[config.mk]
export PLATFORM = sky130hd
export DESIGN_NAME = tagged_event_extractor
export DESIGN_NICKNAME = d
export VERILOG_FILES = /design/src/rtl/evx_pkg.sv /design/src/rtl/evx_store.sv /design/src/rtl/evx_ctrl.sv /design/src/rtl/tagged_event_extractor.sv
export SDC_FILE = /design/constraint.sdc
export NUM_CORES = 1
export LEC_CHECK = 0
export BUFFER_PORTS_ARGS = -buffer_cell sky130_fd_sc_hd__buf_2
export CAP_MARGIN = 10
export CORE_UTILIZATION = 50
export DETAILED_ROUTE_END_ITERATION = 7
export PLACE_DENSITY = 0.68
export REMOVE_ABC_BUFFERS = 1
export SLEW_MARGIN = 20
export SYNTH_ARGS = -nofsm -noshare
export SYNTH_HDL_FRONTEND = slang
export SYNTH_SLANG_ARGS = --single-unit
[constraint.sdc]
create_clock -name clk -period 5.6 [get_ports clk]
set_clock_uncertainty 0.05 [all_clocks]
set_input_delay 0.56 -clock clk [delete_from_list [all_inputs] [get_ports clk]]
set_output_delay 0.56 -clock clk [all_outputs]
set_load 0.01 [all_outputs]
[src/rtl/evx_pkg.sv]
// Package: word layout constants and tag codes shared by the extractor.
// Assumes 32-bit words with the tag in bits 31:27 and the event number in bits 26:5.
package evx_pkg;
    localparam int WORD_W  = 32;
    localparam int TAG_W   = 5;
    localparam int NUM_W   = 22;
    localparam int NUM_LSB = 5;

    typedef enum logic [TAG_W-1:0] {
        K_MEAS = 5'b00000,
        K_THDR = 5'b00001,
        K_TTRL = 5'b00011,
        K_TERR = 5'b00100,
        K_GHDR = 5'b01000,
        K_GTRL = 5'b10000,
        K_GTTT = 5'b10001,
        K_FILL = 5'b11000
    } kind_e;

    typedef enum logic [1:0] {
        ST_SEEK,
        ST_COLLECT,
        ST_EMIT
    } evx_state_e;
endpackage

[src/rtl/evx_store.sv]
// Event store: one write port and one combinational read port.
// Assumes the controller never writes and reads the same event at once.
module evx_store #(
    parameter int DEPTH = 16,
    parameter int AW    = $clog2(DEPTH)
) (
    input  logic                       clk,
    input  logic                       wr_en,
    input  logic [AW-1:0]              wr_addr,
    input  logic [evx_pkg::WORD_W-1:0] wr_data,
    input  logic [AW-1:0]              rd_addr,
    output logic [evx_pkg::WORD_W-1:0] rd_data
);
    logic [evx_pkg::WORD_W-1:0] mem [DEPTH];

    // Store each accepted event word
    always_ff @(posedge clk) begin
        if (wr_en) mem[wr_addr] <= wr_data;
    end

    // Present the word under the read pointer
    assign rd_data = mem[rd_addr];
endmodule

[src/rtl/evx_ctrl.sv]
// Extractor control: finds the header, counts stored words, checks the event
// number modulo 2^NUM_W at the trailer, then emits or discards the event.
// Assumes in_tag/in_num are slices of the current input word.
module evx_ctrl
    import evx_pkg::*;
#(
    parameter int DEPTH = 16,
    parameter int AW    = $clog2(DEPTH),
    parameter int LEN_W = $clog2(DEPTH + 1)
) (
    input  logic             clk,
    input  logic             rst_n,
    input  logic             in_valid,
    input  logic [TAG_W-1:0] in_tag,
    input  logic [NUM_W-1:0] in_num,
    output logic             in_ready,
    input  logic [NUM_W-1:0] expect_num,
    input  logic             out_ready,
    output logic             wr_en,
    output logic [AW-1:0]    wr_addr,
    output logic [AW-1:0]    rd_addr,
    output logic             emit,
    output logic             out_last,
    output logic [LEN_W-1:0] evt_len,
    output logic             skip_pulse,
    output logic [NUM_W-1:0] skip_num,
    output logic             ovf_pulse
);
    evx_state_e       st;
    logic [LEN_W-1:0] wcnt;
    logic [LEN_W-1:0] rcnt;
    logic [NUM_W-1:0] found;
    logic [NUM_W-1:0] diff;
    logic             acc, is_hdr, is_trl, full;

    // Decode handshake and tag of the current word
    always_comb begin
        acc    = in_valid && in_ready;
        is_hdr = (in_tag == K_GHDR);
        is_trl = (in_tag == K_GTRL);
        full   = (wcnt == LEN_W'(DEPTH));
        diff   = found - expect_num;
    end

    // Drive the store and output framing from the state
    always_comb begin
        in_ready = (st != ST_EMIT);
        emit     = (st == ST_EMIT);
        wr_en    = acc && (((st == ST_SEEK) && is_hdr) || ((st == ST_COLLECT) && !full));
        wr_addr  = (st == ST_SEEK) ? '0 : wcnt[AW-1:0];
        rd_addr  = rcnt[AW-1:0];
        out_last = emit && (rcnt == evt_len - LEN_W'(1));
    end

    // Sequence search, collection, check and emission
    always_ff @(posedge clk) begin
        if (!rst_n) begin
            st         <= ST_SEEK;
            wcnt       <= '0;
            rcnt       <= '0;
            found      <= '0;
            evt_len    <= '0;
            skip_pulse <= 1'b0;
            skip_num   <= '0;
            ovf_pulse  <= 1'b0;
        end else begin
            skip_pulse <= 1'b0;
            ovf_pulse  <= 1'b0;
            case (st)
                ST_SEEK: begin
                    if (acc && is_hdr) begin
                        found <= in_num;
                        wcnt  <= LEN_W'(1);
                        st    <= ST_COLLECT;
                    end
                end
                ST_COLLECT: begin
                    if (acc) begin
                        if (full) begin
                            ovf_pulse <= 1'b1;
                            st        <= ST_SEEK;
                        end else begin
                            wcnt <= wcnt + LEN_W'(1);
                            if (is_trl) begin
                                if (diff == '0) begin
                                    evt_len <= wcnt + LEN_W'(1);
                                    rcnt    <= '0;
                                    st      <= ST_EMIT;
                                end else begin
                                    skip_pulse <= 1'b1;
                                    skip_num   <= found;
                                    st         <= ST_SEEK;
                                end
                            end
                        end
                    end
                end
                ST_EMIT: begin
                    if (out_ready) begin
                        if (out_last) st <= ST_SEEK;
                        else          rcnt <= rcnt + LEN_W'(1);
                    end
                end
                default: st <= ST_SEEK;
            endcase
        end
    end

    AST_SKIP_QUIET: assert property (@(posedge clk) disable iff (!rst_n)
        skip_pulse |-> !emit && in_ready);
    AST_NO_OVERFLOW: assert property (@(posedge clk) disable iff (!rst_n)
        ovf_pulse |-> !emit && !skip_pulse);
    AST_LEN_BOUND: assert property (@(posedge clk) disable iff (!rst_n)
        emit |-> (evt_len >= LEN_W'(2)) && (evt_len <= LEN_W'(DEPTH)));
endmodule

[src/rtl/tagged_event_extractor.sv]
// Top: assembles header-to-trailer events from a tagged word stream, forwards
// events whose number matches expect_num, and reports skips and overflows.
// Assumes a ready/valid stream on both sides; DEPTH >= 2.
module tagged_event_extractor
    import evx_pkg::*;
#(
    parameter int DEPTH = 16,
    parameter int LEN_W = $clog2(DEPTH + 1)
) (
    input  logic              clk,
    input  logic              rst_n,
    input  logic              in_valid,
    input  logic [WORD_W-1:0] in_data,
    output logic              in_ready,
    input  logic [NUM_W-1:0]  expect_num,
    output logic              out_valid,
    output logic [WORD_W-1:0] out_data,
    output logic              out_last,
    input  logic              out_ready,
    output logic [LEN_W-1:0]  evt_len,
    output logic              skip_pulse,
    output logic [NUM_W-1:0]  skip_num,
    output logic              ovf_pulse
);
    localparam int AW = $clog2(DEPTH);

    logic          wr_en;
    logic [AW-1:0] wr_addr, rd_addr;

    evx_ctrl #(.DEPTH(DEPTH), .AW(AW), .LEN_W(LEN_W)) u_ctrl (
        .clk        (clk),
        .rst_n      (rst_n),
        .in_valid   (in_valid),
        .in_tag     (in_data[WORD_W-1 -: TAG_W]),
        .in_num     (in_data[NUM_LSB +: NUM_W]),
        .in_ready   (in_ready),
        .expect_num (expect_num),
        .out_ready  (out_ready),
        .wr_en      (wr_en),
        .wr_addr    (wr_addr),
        .rd_addr    (rd_addr),
        .emit       (out_valid),
        .out_last   (out_last),
        .evt_len    (evt_len),
        .skip_pulse (skip_pulse),
        .skip_num   (skip_num),
        .ovf_pulse  (ovf_pulse)
    );

    evx_store #(.DEPTH(DEPTH), .AW(AW)) u_store (
        .clk     (clk),
        .wr_en   (wr_en),
        .wr_addr (wr_addr),
        .wr_data (in_data),
        .rd_addr (rd_addr),
        .rd_data (out_data)
    );

    AST_BUSY_BLOCKS_INPUT: assert property (@(posedge clk) disable iff (!rst_n)
        out_valid |-> !in_ready);
    AST_HOLD_STALLED: assert property (@(posedge clk) disable iff (!rst_n)
        out_valid && !out_ready |=> out_valid && $stable(out_data) && $stable(out_last));
    AST_LAST_IS_TRAILER: assert property (@(posedge clk) disable iff (!rst_n)
        out_valid && out_last |-> out_data[WORD_W-1 -: TAG_W] == K_GTRL);
    AST_HEAD_FIRST: assert property (@(posedge clk) disable iff (!rst_n)
        out_valid && (rd_addr == '0) |-> out_data[WORD_W-1 -: TAG_W] == K_GHDR);
endmodule

; Word level (Yosys, flattened, before mapping)
; Memories as Yosys holds them, arrays and structs flattened. A register that Yosys moved wholly into a read port is not among the register bits.
; Cells that the tools add are included.
[totals]
out_inout_bits = 64
register_bits = 63
n_memories = 1
ram_bits = 512
[mem_list]
columns = memory, words, word_bits, read_ports, rd_clocked_by_memory_dff, wr, line_no
row1 = u_store.mem, 16, 32, 1, 1, 1, evx_store.sv:14  ; logic [evx_pkg::WORD_W-1:0] mem [DEPTH];
[op_classes]
n_bitwise = 6
reduce_logical = 20
n_mux = 26
eq_ne = 16
add_sub_neg = 4
[op_table]
columns = cell, count
row1 = $mux 5, 9
row2 = $logic_not 22->1, 1
row3 = $sub 22x22->22, 1
row4 = $pmux 5 s2, 2
row5 = $reduce_and 5->1, 3
row6 = $mux 2, 7
row7 = $mux 4, 3
row8 = $add 5x1->5 const B, 2
row9 = $eq 5x5->1 const B, 2
row10 = $ne 2x2->1 const B, 5
row11 = $ne 2x1->1 const B, 4
row12 = $reduce_and 7->1, 1
row13 = $logic_and 1x1->1, 6
row14 = $not 1->1, 6
row15 = $pmux 2 s3, 1
row16 = $eq 5x4->1 const B, 1
row17 = $eq 5x5->1, 1
row18 = $reduce_or 5->1, 1
row19 = $sub 5x1->5 const B, 1
row20 = $mux 1, 4
row21 = $reduce_and 4->1, 1
row22 = $reduce_bool 2->1, 2
row23 = $ne 3x1->1 const B, 1
row24 = $reduce_and 3->1, 1
row25 = 6 further kinds, 6

; Logic depth before layout (Yosys ltp)
; Gate-level depths: netlist of run 1.
[depth]
depth_word = 9
depth_mapped = 13

; Cells and area by module
; Synthesis of run 1 repeated with hierarchy kept, for this count alone.
[hier_totals]
hier_cells = 1385
hier_area_um2 = 23488.8
[modules_own_cells]
columns = module, seq_area_each_um2, area_per_inst_um2, n_inst, cells_each
row1 = evx_store, 15374.7, 19194.7, 1, 806
row2 = evx_ctrl, 1261.2, 4294.1, 1, 579

; Worst setup path before layout of run 1
; Ideal clock, no wire load.
[synth_path]
kind = register to register
start = reg u_ctrl.wcnt[0]
end = mem u_store.mem[4][0] (netlist name), enable pin
setup_slack_ns = 1.517
synth_period_minus_slack_ns = 4.083
path_stages_with_launch = 9
path_buffers = 1
arrival_ns = 3.572
path_cell_list = dfxtp_1 -> clkbuf_1 -> inv_1 -> ha_1 -> nand3_1 -> nand2_1 -> nor2_1 -> nand2_1 -> nor3_1
[synth_via]
elab_chain_len = 7
[synth_rtl]
columns = item, line_no
row1 = from (decl), evx_ctrl.sv:30  ; logic [LEN_W-1:0] wcnt;
row2 = from (signal assigned), evx_ctrl.sv:83  ; wcnt <= wcnt + LEN_W'(1);
row3 = $eq 5x5->1, evx_ctrl.sv:41  ; full = (wcnt == LEN_W'(DEPTH));
row4 = $logic_not 1->1, evx_ctrl.sv:49  ; wr_en = acc && (((st == ST_SEEK) && is_hdr) || ((st == ST_COLLECT) && !full));
row5 = $logic_and 1x1->1, evx_ctrl.sv:49
row6 = $logic_or 1x1->1, evx_ctrl.sv:49
row7 = $logic_and 1x1->1, evx_ctrl.sv:49
row8 = $mux 1, evx_store.sv:18  ; if (wr_en) mem[wr_addr] <= wr_data;
row9 = $mux 1 (not written as such), evx_store.sv:18
row10 = to (decl), evx_store.sv:14
; Parallel ways exist; a longest one is shown, timed or not.

==> metrics.md, run 1 <==
| Metric | Value |
|---|---|
| PD cells | `330 nW/µm²` |
| Post-synthesis average cell area | `18.2 µm²` |
| Final cell utilization of the core | `0.581` |
| Slowest stage delay, CP | `0.78 ns` |
| DRT met1 WL | `22700 µm` |
| Number of hold violations in the final report | `0` |
| Outcome | `finished clean` |
| Residual DRC | `0` |
| Commonest cells in the netlist | `512 x edfxtp_1, 160 x mux4_2, 124 x nand2_1` |
| Count of standard-cell rows | `79` |
| Placed cell count | `1980` |
| Worst hold-check path type | `in -> reg` |
| Count of yosys warnings during synthesis | `0` |
| Die Width | `219 µm` |
| Synth Instances | `1290` |
| Worst-case setup margin in the final layout | `1.51 ns` |
| Transition time at the pin with the least slew margin | `0.956 ns` |
| Element type at the critical path start | `register` |
| Number of instances on the worst hold path | `4` |
| Clock-pin slew on the worst setup and hold paths | `0.06 ns` |
| Leading post-synthesis cells by cell area | `edfxtp_1 65%, mux4_2 15%, dfxtp_1 5.7%` |
| Clock latency reported for the late side of the worst-skew pair | `0.60 ns` |
| Overall track demand over capacity in global routing | `0.228` |
| Power Total | `8.90 mW` |
| Async set-or-reset flop fraction in the synthesized netlist | `0` |
| Share of layout cells above drive strength 1 | `0.296` |
| Post-cts gate resize count | `0` |
| EDFF count, synth | `512` |
| Die Area | `47800 µm²` |
| # IOs | `122` |
| Post-detailed-placement half-perimeter wirelength | `30400 µm` |
| Worst-case reg-to-reg path depth | `10` |
| Reported max-cap violation count | `0` |
| Final clock period utilization by the worst path | `0.730` |
| Number of antenna violations at the first check in global routing | `2` |
| Clk sinks | `579` |
| Initial cell density of the core | `0.505` |
| TritonCTS Buffers | `57` |
| Max Root-Sink Buffers | `3` |
| Crit path time final | `4.09 ns` |
| Highest metal used | `met5` |
| Routed wire per std cell | `25.3 µm` |
| Area after detailed placement | `25000 µm²` |
| Largest fanout on the critical path | `14` |
| Max VDD drop | `0.254 mV` |
| Number of buffers inserted to repair setup after CTS | `0` |
| Drt first-iter violations | `1178` |
| Worst hold-check slack | `0.271 ns` |
| Final Setup Violations | `0` |
| Library cells used by synthesis | `62` |
| Pin count of the biggest net entering global routing | `56` |
| WS Path Type | `reg -> reg` |
| Clock tree from TritonCTS | `yes` |
| Core footprint | `46500 µm²` |
| H-Tree Depth | `2` |
| Number of buffer and inverter instances along the worst setup path | `0` |
| Leakage power total | `8.68 nW` |
| Antenna diode instance count | `0` |
| Worst-case register-to-register setup slack | `1.51 ns` |
| Predominant post-synthesis flop cell | `edfxtp_1` |
| Biggest area consumer among synthesized cells | `edfxtp_1` |
| Flops & latches, synth | `579` |
| Growth of design area from synthesis to finish | `14.9%` |
| Net count, final | `1515` |
| Worst Path Required | `6.04 ns` |
| Slowest library cell on the worst path | `nor4_4` |
| Number of buffer cells added on primary ports | `121` |
| Number of cells in the finished layout apart from fillers | `2088` |
| CP arrival | `4.53 ns` |
| Detailed route wirelength on metal2 | `25500 µm` |
| Aggregate global routing overflow | `0` |
| Cell family contributing the most delay on the critical path | `simple AND/OR/NAND/NOR gates` |
| Detail Route Antenna Nets | `0` |
| Total negative slack | `0 ns` |
| Post-Syn Area | `23500 µm²` |
| Worst R2R Start | `u_ctrl.found[4]$_SDFFE_PN0P_` |
| Via count of the first global-routing pass | `12700` |
| Final RePlAce weighted congestion | `0.820` |
| Wire length of the first global-routing pass | `79000 µm` |
| Final routed wirelength across all metal layers | `52800 µm` |
| Max Clk Rate | `0.245 GHz` |
| Post-route design area | `27000 µm²` |
| Crit-path cells | `ha_1, a21oi_1, a221oi_1, nor4_1, o2111ai_1, or4_1, or4_4, nor4_4, nor2_1, o21a_1` |
| Fraction of post-synthesis cell area in the top cell type by area | `0.655` |
| Type of destination of the critical path | `register` |
| Via-per-instance ratio | `6.00` |
| Height of the die | `219 µm` |
| Launch instance of the worst min-delay path | `out_ready` |
| Sequential-to-total area share from yosys stat | `0.712` |
| Rel. slew slack | `0.363` |
| Terminating pin of the worst hold path | `u_ctrl.st[1]$_SDFFE_PN0P_` |
| Initial DRT Pass Iterations | `5` |
| Via total after detailed routing | `12500` |
| Clk Tree Root Cell | `clkbuf_16` |
| Most frequent cell after synthesis | `edfxtp_1` |
| RSZ-0062 raised after global routing | `no` |
| Number of buffers inserted for hold repair after clock tree synthesis | `0` |
| Metal3 WL | `3480 µm` |
| Setup slack after placement | `1.26 ns` |
| Max Transition Viols Final | `0` |
flip-flops by register name (all words and copies together), names as in the netlist, named ones only:
register / cells
u_ctrl.found: 22
u_ctrl.skip_num: 22
u_ctrl.evt_len: 5
u_store.mem: 512
u_ctrl.ovf_pulse: 1
u_ctrl.skip_pulse: 1
u_ctrl.st: 2
u_ctrl.wcnt: 5
u_ctrl.rcnt: 5
area by class of cell:
| class | count | area, µm² |
|---|---|---|
| sequential | 579 | 16700 |
| timing repair buffer | 151 | 876 |
| inverter | 35 | 131 |
| tap | 607 | 759 |
| fill | 3445 | 19500 |
| multi-input combinational | 608 | 6470 |
| clock inverter | 39 | 439 |
| clock buffer | 69 | 1560 |
routing by layer:
metal,GRT usage,up-vias
met3,0.0434,90
met5,0,-
met2,0.365,473
met4,0.0595,4
li1,-,5487
met1,0.322,6481
cells by family after synthesis:
logic type / Yosys count / synth area share
flip-flops: 579 / 0.712
AO/OA/AOI/OAI: 132 / 0.0371
adder cells (fa/ha/maj): 25 / 0.0133
AND/OR/NAND/NOR: 247 / 0.0488
multiplexers: 186 / 0.165
buffers and inverters: 103 / 0.0175
XOR/XNOR: 18 / 0.00671
how the worst max path moves through the flow:
| stage | start | to | slack, ns | cells after the start |
|---|---|---|---|---|
| floorplan | register | out_data[0] | -1.47 | 2 |
| global placement | expect_num[6] | register | 1.31 | 12 |
| detailed placement | expect_num[4] | u_ctrl.rcnt[1]$_SDFFE_PN0P_ | 1.26 | 12 |
| CTS | register | out_data[5] | 1.55 | 4 |
| global route | u_ctrl.found[7]$_SDFFE_PN0P_ | register | 1.34 | 10 |
| finish | u_ctrl.found[4]$_SDFFE_PN0P_ | register | 1.51 | 10 |
report_power, final:
group	leakage (nW)	internal [mW]	switching (mW)
registers	5.14	4.70	0.00345
logic	2.56	0.0507	0.123
clock network	0.980	2.40	1.63
total	8.68	7.15	1.75
placed cells by master, fill, tap and decap left out, types with 9 or more instances in the layout:
master / netlist / final
edfxtp_1: 512 / 512
mux4_2: 160 / 160
nand2_1: 124 / 124
buf_2: 1 / 121
dfxtp_1: 67 / 63
clkbuf_16: 0 / 59
a21oi_1: 49 / 48
inv_1: 35 / 35
nor2_1: 44 / 31
buf_4: 4 / 27
mux2i_1: 26 / 26
ha_1: 25 / 25
nand3_1: 17 / 17
o21ai_0: 16 / 16
clkinv_2: 0 / 14
nor2_4: 0 / 12
xnor2_1: 11 / 11
nand4_1: 11 / 11
a21o_1: 9 / 9
bufinv_16: 0 / 9
worst register-to-register path, cell delays in order (launching register included):
cell and delay, ns:
dfxtp_1 0.42, ha_1 0.35, a21oi_1 0.29, a221oi_1 0.12, nor4_1 0.46, o2111ai_1 0.17
or4_1 0.43, or4_4 0.52, nor4_4 0.78, nor2_1 0.17, o21a_1 0.22
No activity file was read; power rests on OpenSTA's default activity.
==> run 2, diff against run 1 <==
Settings changed: PLACE_DENSITY 0.68 to 0.71.
Clock period 5.6 ns to 3.7 ns, I/O delays scaled along.
==> run 2 against run 1 <==
  * Hold slack got worse by 0.17 ns
  * Via count up 0.10%
  * Combinational power rose by 57%
  * Sequential power grew 51%
  * Final cell count grew 0.96%
  * Utilization is 0.10 points higher
  * Flip-flop and latch count stayed put
  * Setup slack got worse by 1.3 ns
  * Design area increased by 0.17%
  * Die area unchanged
  * Non-clock buffer count grew 26
  * Register-to-register slack worse by 1.3 ns
  * Largest power group unchanged
  * Highest routed layer unchanged
==> metrics.md, run 2 (same netlist as run 1, synthesis figures left out) <==
| Metric | Value |
|---|---|
| Worst hold-check slack | `0.0999 ns (was 0.271 ns)` |
| Leakage power total | `8.72 nW (was 8.68 nW)` |
| Core footprint | `46500 µm² (unchanged)` |
| Largest fanout on the critical path | `14 (unchanged)` |
| Via count of the first global-routing pass | `12600 (was 12700)` |
| Number of buffers inserted to repair setup after CTS | `0 (unchanged)` |
| Routed wire per std cell | `25.2 µm (was 25.3 µm)` |
| Transition time at the pin with the least slew margin | `0.763 ns (was 0.956 ns)` |
| Max VDD drop | `0.317 mV (was 0.254 mV)` |
| Clk sinks | `579 (unchanged)` |
| Final RePlAce weighted congestion | `0.851 (was 0.820)` |
| Multi-input logic area | `6500 µm² (was 6470 µm²)` |
| Outcome | `finished clean (unchanged)` |
| CP arrival | `3.94 ns (was 4.53 ns)` |
| Detail Route Antenna Nets | `0 (unchanged)` |
| Via-per-instance ratio | `5.95 (was 6.00)` |
| Setup slack after placement | `0.0573 ns (was 1.26 ns)` |
| Drt first-iter violations | `1265 (was 1178)` |
| Number of buffer cells added on primary ports | `121 (unchanged)` |
| Clock tree from TritonCTS | `yes (unchanged)` |
| Footprint of the flip-flops and latches | `16700 µm² (unchanged)` |
| Crit path time final | `3.51 ns (was 4.09 ns)` |
| Worst Path Required | `4.12 ns (was 6.04 ns)` |
| Final cell utilization of the core | `0.582 (was 0.581)` |
| Final clock period utilization by the worst path | `0.950 (was 0.730)` |
| Worst-case setup margin in the final layout | `0.187 ns (was 1.51 ns)` |
| Clk Tree Root Cell | `clkbuf_16 (unchanged)` |
| Net count, final | `1539 (was 1515)` |
| Die Width | `219 µm (unchanged)` |
| RSZ-0062 raised after global routing | `no (unchanged)` |
| Rel. slew slack | `0.488 (was 0.363)` |
| Aggregate global routing overflow | `0 (unchanged)` |
| Top flop regs | `u_store.mem: 512 flops, u_ctrl.found: 22 flops, u_ctrl.skip_num: 22 flops (unchanged)` |
| Pin count of the biggest net entering global routing | `73 (was 56)` |
| Initial cell density of the core | `0.505 (unchanged)` |
| Wire length of the first global-routing pass | `79300 µm (was 79000 µm)` |
| Most frequent cells in the layout | `512 x edfxtp_1, 160 x mux4_2, 124 x nand2_1, 121 x buf_2, 63 x dfxtp_1 (unchanged)` |
| Type of destination of the critical path | `register (unchanged)` |
| Number of antenna violations at the first check in global routing | `3 (was 2)` |
| Count of standard-cell rows | `79 (unchanged)` |
| Number of hold violations in the final report | `0 (unchanged)` |
| Reported max-cap violation count | `0 (unchanged)` |
| Post-detailed-placement half-perimeter wirelength | `31200 µm (was 30400 µm)` |
| Placed cell count | `2006 (was 1980)` |
| Final Setup Violations | `0 (unchanged)` |
| H-Tree Depth | `2 (unchanged)` |
| Height of the die | `219 µm (unchanged)` |
| Max Root-Sink Buffers | `3 (unchanged)` |
| # IOs | `122 (unchanged)` |
| Via total after detailed routing | `12500 (about the same)` |
| Leading cell type in the layout, fill and taps excluded | `edfxtp_1 (unchanged)` |
| Die Area | `47800 µm² (unchanged)` |
| Antenna diode instance count | `0 (unchanged)` |
| Flip-flop count of the largest register, all copies and words added | `512 (unchanged)` |
| Residual DRC | `0 (unchanged)` |
| Worst hold-check path type | `in -> reg (unchanged)` |
| Final routed wirelength across all metal layers | `53100 µm (was 52800 µm)` |
| Number of cells in the finished layout apart from fillers | `2108 (was 2088)` |
| Largest register by flop count | `u_store.mem (unchanged)` |
| Element type at the critical path start | `register (unchanged)` |
| Growth of design area from synthesis to finish | `15.1% (was 14.9%)` |
| Initial DRT Pass Iterations | `5 (unchanged)` |
| TritonCTS Buffers | `55 (was 57)` |
| PD cells | `472 nW/µm² (was 330 nW/µm²)` |
| Final-layout fill cell count | `3425 (was 3445)` |
| Max Clk Rate | `0.285 GHz (was 0.245 GHz)` |
| Clock latency reported for the late side of the worst-skew pair | `0.60 ns (about the same)` |
| WS Path Type | `reg -> reg (unchanged)` |
| Overall track demand over capacity in global routing | `0.227 (was 0.228)` |
| Share of layout cells above drive strength 1 | `0.304 (was 0.296)` |
| Max Transition Viols Final | `0 (unchanged)` |
| Total negative slack | `0 ns (unchanged)` |
| Clock-pin slew on the worst setup and hold paths | `0.06 ns (about the same)` |
[run 2: cell types whose count changed in the layout (fill, tap and decap cells not counted), moves of 4 or more]
| cell | change |
|---|---|
| bufinv_16 | -7 |
| clkinv_2 | +4 |
| clkinvlp_4 | -4 |
| buf_4 | +17 |
| buf_12 | +10 |
[run 2: worst max-delay path, stage by stage, from the launching register on]
cell and delay [ns]:
dfxtp_1 0.41, ha_1 0.28, a21oi_1 0.25, a221oi_1 0.12, nor4_1 0.38, o2111ai_1 0.18, or4_1 0.43, or4_4 0.52
nor4_4 0.32, buf_12 0.19, mux2i_1 0.20, nor2_1 0.06
[run 2: layer usage]
metal / vias to the layer above / routed length, µm / global-route usage
met3: 70 / 3730 / 0.0406
met5: - / 40 / 0
li1: 5531 / - / -
met4: 6 / 830 / 0.0458
met2: 481 / 26600 / 0.378
met1: 6460 / 21900 / 0.317
[run 2: repair_timing]
action,4_1_cts,5_1_grt
setup endpoints to repair,0,3
hold buffers,0,0
gates resized for setup,0,5
[run 2: layout make-up]
class / count / area share
repair buffers: 177 / 0.0435
clock buffers: 68 / 0.0554
well taps: 607 / 0.0281
multi-input cells: 608 / 0.241
inverters: 35 / 0.00486
clock inverters: 34 / 0.00820
flip-flops and latches: 579 / 0.619
[run 2: where the power goes]
part           switching [mW]  leakage, nW  internal (mW)
registers             0.00513         5.14           7.11
clock network            2.35        0.861           3.01
logic                   0.191         2.71         0.0827
total                    2.54         8.72           10.2
[run 2: through the flow]
| step | total power, mW | area (µm²) |
|---|---|---|
| after floorplan | 7.36 | 23200 |
| after global placement | 7.51 | 25300 |
| after detailed placement | 7.52 | 25300 |
| after CTS | 12.8 | 27000 |
| after global routing | 13.1 | 27000 |
| final | 12.7 | 27000 |
[run 2: worst paths after layout]
check | slack [ns] | startpoint | to | cells after the start
setup / recovery | 0.19 | u_ctrl.found[4]$_SDFFE_PN0P_ | u_ctrl.evt_len[4]$_SDFFE_PN0P_ | 11
hold reg to reg | 0.40 | u_ctrl.skip_num[10]$_SDFFE_PN0P_ | u_ctrl.skip_num[10]$_SDFFE_PN0P_ | 2
setup reg to reg | 0.19 | u_ctrl.found[4]$_SDFFE_PN0P_ | u_ctrl.evt_len[4]$_SDFFE_PN0P_ | 11
hold / removal | 0.1 | in_data[1] | u_store.mem[4][1]$_DFFE_PP_ | 1
==> run 3, diff against run 2 <==
Settings changed: CTS_BUF_LIST set to sky130_fd_sc_hd__clkbuf_8.
==> run 3 against run 2 <==
  * Utilization is 0.081 points higher
  * Setup slack better by 0.062 ns
  * Fmax is 1.8% higher
  * Combinational power hardly changed
  * Flip-flop and latch count stayed put
  * Largest power group unchanged
  * Highest routed layer unchanged
==> metrics.md, run 3 (same netlist as run 1, synthesis figures left out) <==
| Metric | Value |
|---|---|
| Count of standard-cell rows | `79 (unchanged)` |
| Element type at the critical path start | `register (unchanged)` |
| Cell family contributing the most delay on the critical path | `simple AND/OR/NAND/NOR gates (unchanged)` |
| Residual DRC | `0 (unchanged)` |
| Outcome | `finished clean (unchanged)` |
| Die Width | `219 µm (unchanged)` |
| Height of the die | `219 µm (unchanged)` |
| Power Total | `12.5 mW (was 12.7 mW)` |
| PD cells | `464 nW/µm² (was 472 nW/µm²)` |
| Leading cell type in the layout, fill and taps excluded | `edfxtp_1 (unchanged)` |
| Final Setup Violations | `0 (unchanged)` |
| Max Root-Sink Buffers | `3 (unchanged)` |
| Max Clk Rate | `0.290 GHz (was 0.285 GHz)` |
| Net count, final | `1576 (was 1539)` |
| Crit-path cells | `ha_1, a21oi_1, a221oi_1, nor4_1, o2111ai_1, or4_1, or4_4, nor4_4, buf_12, mux2i_1, nor2_1 (unchanged)` |
| Core footprint | `46500 µm² (unchanged)` |
| Clk Tree Root Cell | `clkbuf_8 (was clkbuf_16)` |
| Crit path time final | `3.45 ns (was 3.51 ns)` |
| Final cell utilization of the core | `0.582 (about the same)` |
| Number of buffer and inverter instances along the worst setup path | `1 (unchanged)` |
| Terminating pin of the worst hold path | `u_store.mem[1][1]$_DFFE_PP_ (was u_store.mem[4][1]$_DFFE_PP_)` |
| Via count of the first global-routing pass | `12800 (was 12600)` |
| Max Transition Viols Final | `0 (unchanged)` |
| Flip-flop count of the largest register, all copies and words added | `512 (unchanged)` |
| Top flop regs | `u_store.mem: 512 flops, u_ctrl.found: 22 flops, u_ctrl.skip_num: 22 flops (unchanged)` |
| Final routed wirelength across all metal layers | `52400 µm (was 53100 µm)` |
| Largest fanout on the critical path | `14 (unchanged)` |
| Post-detailed-placement half-perimeter wirelength | `31200 µm (unchanged)` |
| Clk sinks | `579 (unchanged)` |
| Number of antenna violations at the first check in global routing | `2 (was 3)` |
| Leakage power total | `8.86 nW (was 8.72 nW)` |
| Reported max-cap violation count | `0 (unchanged)` |
| Type of destination of the critical path | `register (unchanged)` |
| Final RePlAce weighted congestion | `0.851 (unchanged)` |
| Growth of design area from synthesis to finish | `15.2% (was 15.1%)` |
| Final-layout fill cell count | `3434 (was 3425)` |
| H-Tree Depth | `3 (was 2)` |
| Wire length of the first global-routing pass | `78800 µm (was 79300 µm)` |
| Share of layout cells above drive strength 1 | `0.311 (was 0.304)` |
| RR Endpoint | `u_ctrl.evt_len[4]$_SDFFE_PN0P_ (unchanged)` |
| Worst R2R Start | `u_ctrl.found[4]$_SDFFE_PN0P_ (unchanged)` |
| Clock latency reported for the late side of the worst-skew pair | `0.66 ns (was 0.60 ns)` |
| WS Path Type | `reg -> reg (unchanged)` |
| Slowest library cell on the worst path | `or4_4 (unchanged)` |
| Initial DRT Pass Iterations | `5 (unchanged)` |
| TritonCTS Buffers | `90 (was 55)` |
| Launch instance of the worst min-delay path | `in_data[1] (unchanged)` |
| Worst hold-check path type | `in -> reg (unchanged)` |
| Die Area | `47800 µm² (unchanged)` |
| Aggregate global routing overflow | `0 (unchanged)` |
| Largest register by flop count | `u_store.mem (unchanged)` |
| CP arrival | `3.91 ns (was 3.94 ns)` |
| Number of buffer cells added on primary ports | `121 (unchanged)` |
| RSZ-0062 raised after global routing | `no (unchanged)` |
| Number of instances on the worst hold path | `1 (unchanged)` |
| Initial cell density of the core | `0.505 (unchanged)` |
| Routed wire per std cell | `24.1 µm (was 25.2 µm)` |
| Worst-case reg-to-reg path depth | `11 (unchanged)` |
| Max VDD drop | `0.304 mV (was 0.317 mV)` |
| Overall track demand over capacity in global routing | `0.225 (was 0.227)` |
| Most frequent cells in the layout | `512 x edfxtp_1, 160 x mux4_2, 124 x nand2_1, 121 x buf_2, 96 x clkbuf_8 (was 512 x edfxtp_1, 160 x mux4_2, 124 x nand2_1, 121 x buf_2, 63 x dfxtp_1)` |
| Clock tree from TritonCTS | `yes (unchanged)` |
| Worst-case register-to-register setup slack | `0.25 ns (was 0.19 ns)` |
| Via total after detailed routing | `12700 (was 12500)` |
| Worst Path Required | `4.15 ns (was 4.12 ns)` |
| Pin count of the biggest net entering global routing | `73 (unchanged)` |
| Rel. slew slack | `0.487 (was 0.488)` |
| Worst hold-check slack | `0.0513 ns (was 0.0999 ns)` |
| Number of hold violations in the final report | `0 (unchanged)` |
| Drt first-iter violations | `1043 (was 1265)` |
| Transition time at the pin with the least slew margin | `0.764 ns (was 0.763 ns)` |
| Clock-pin slew on the worst setup and hold paths | `0.06 ns (about the same)` |
| # IOs | `122 (unchanged)` |
| Detail Route Antenna Nets | `0 (unchanged)` |
| Final clock period utilization by the worst path | `0.933 (was 0.950)` |
| Via-per-instance ratio | `5.83 (was 5.95)` |
| Slowest stage delay, CP | `0.52 ns (about the same)` |
==> run 3: worst max path at each step <==
stage                                  startpoint                              to  slack [ns]  cells after the start
floorplan                                register                     out_data[0]       -3.18                      2
global placement                    expect_num[9]  u_ctrl.evt_len[2]$_SDFFE_PN0P_       0.002                     13
detailed placement                  expect_num[9]  u_ctrl.evt_len[2]$_SDFFE_PN0P_        0.06                     13
CTS                  u_ctrl.found[9]$_SDFFE_PN0P_  u_ctrl.evt_len[2]$_SDFFE_PN0P_        0.14                     11
global route        u_ctrl.found[15]$_SDFFE_PN0P_  u_ctrl.evt_len[2]$_SDFFE_PN0P_        0.02                     11
finish               u_ctrl.found[4]$_SDFFE_PN0P_  u_ctrl.evt_len[4]$_SDFFE_PN0P_        0.25                     11
==> run 3: metal layers <==
metal / global-route usage / vias up / routed length, µm
met5: 0 / - / 24
met4: 0.0669 / 4 / 813
met3: 0.0381 / 75 / 3760
met2: 0.364 / 482 / 26000
met1: 0.317 / 6507 / 21800
li1: - / 5621 / -
==> run 3: metrics by stage <==
step | std cells | area [µm²] | setup TNS (ns) | setup WS, ns
after floorplan | 1222 | 23200 | -113.67 | -3.18
after global placement | 2006 | 25300 | 0 | 0.00164
after detailed placement | 2006 | 25300 | 0 | 0.0573
after CTS | 2174 | 27000 | 0 | 0.139
after global routing | 2174 | 27100 | 0 | 0.0174
final | 2175 | 27100 | 0 | 0.249
==> run 3: what timing repair did <==
action	CTS	global route
setup buffers	0	0
hold buffers	2	0
setup endpoints to repair	0	7
hold endpoints to repair	2	0
resized for setup	0	4
==> run 3: layout make-up <==
cell class | instances | area (µm²) | area share
antenna | 1 | 2.50 | 0.0000925
clock inverter | 70 | 433 | 0.0160
inverter | 35 | 131 | 0.00486
tap | 607 | 759 | 0.0281
multi-input combinational | 608 | 6480 | 0.240
sequential | 579 | 16700 | 0.618
clock buffer | 96 | 1320 | 0.0488
timing repair buffer | 179 | 1200 | 0.0442
==> run 3: worst register-to-register path, stage by stage (launching register included) <==
cell and delay [ns]:
dfxtp_1 0.42, ha_1 0.29, a21oi_1 0.25, a221oi_1 0.12
nor4_1 0.37, o2111ai_1 0.18, or4_1 0.43, or4_4 0.52
nor4_4 0.24, buf_12 0.19, mux2i_1 0.20, nor2_1 0.06
==> run 3: where the power goes <==
part           total [mW]  switching, mW  leakage [nW]  internal (mW)
Clock                5.15           2.40         0.992           2.76
Combinational       0.273          0.190          2.72         0.0833
Sequential           7.11        0.00507          5.14           7.11
Total                12.5           2.59          8.86           9.95
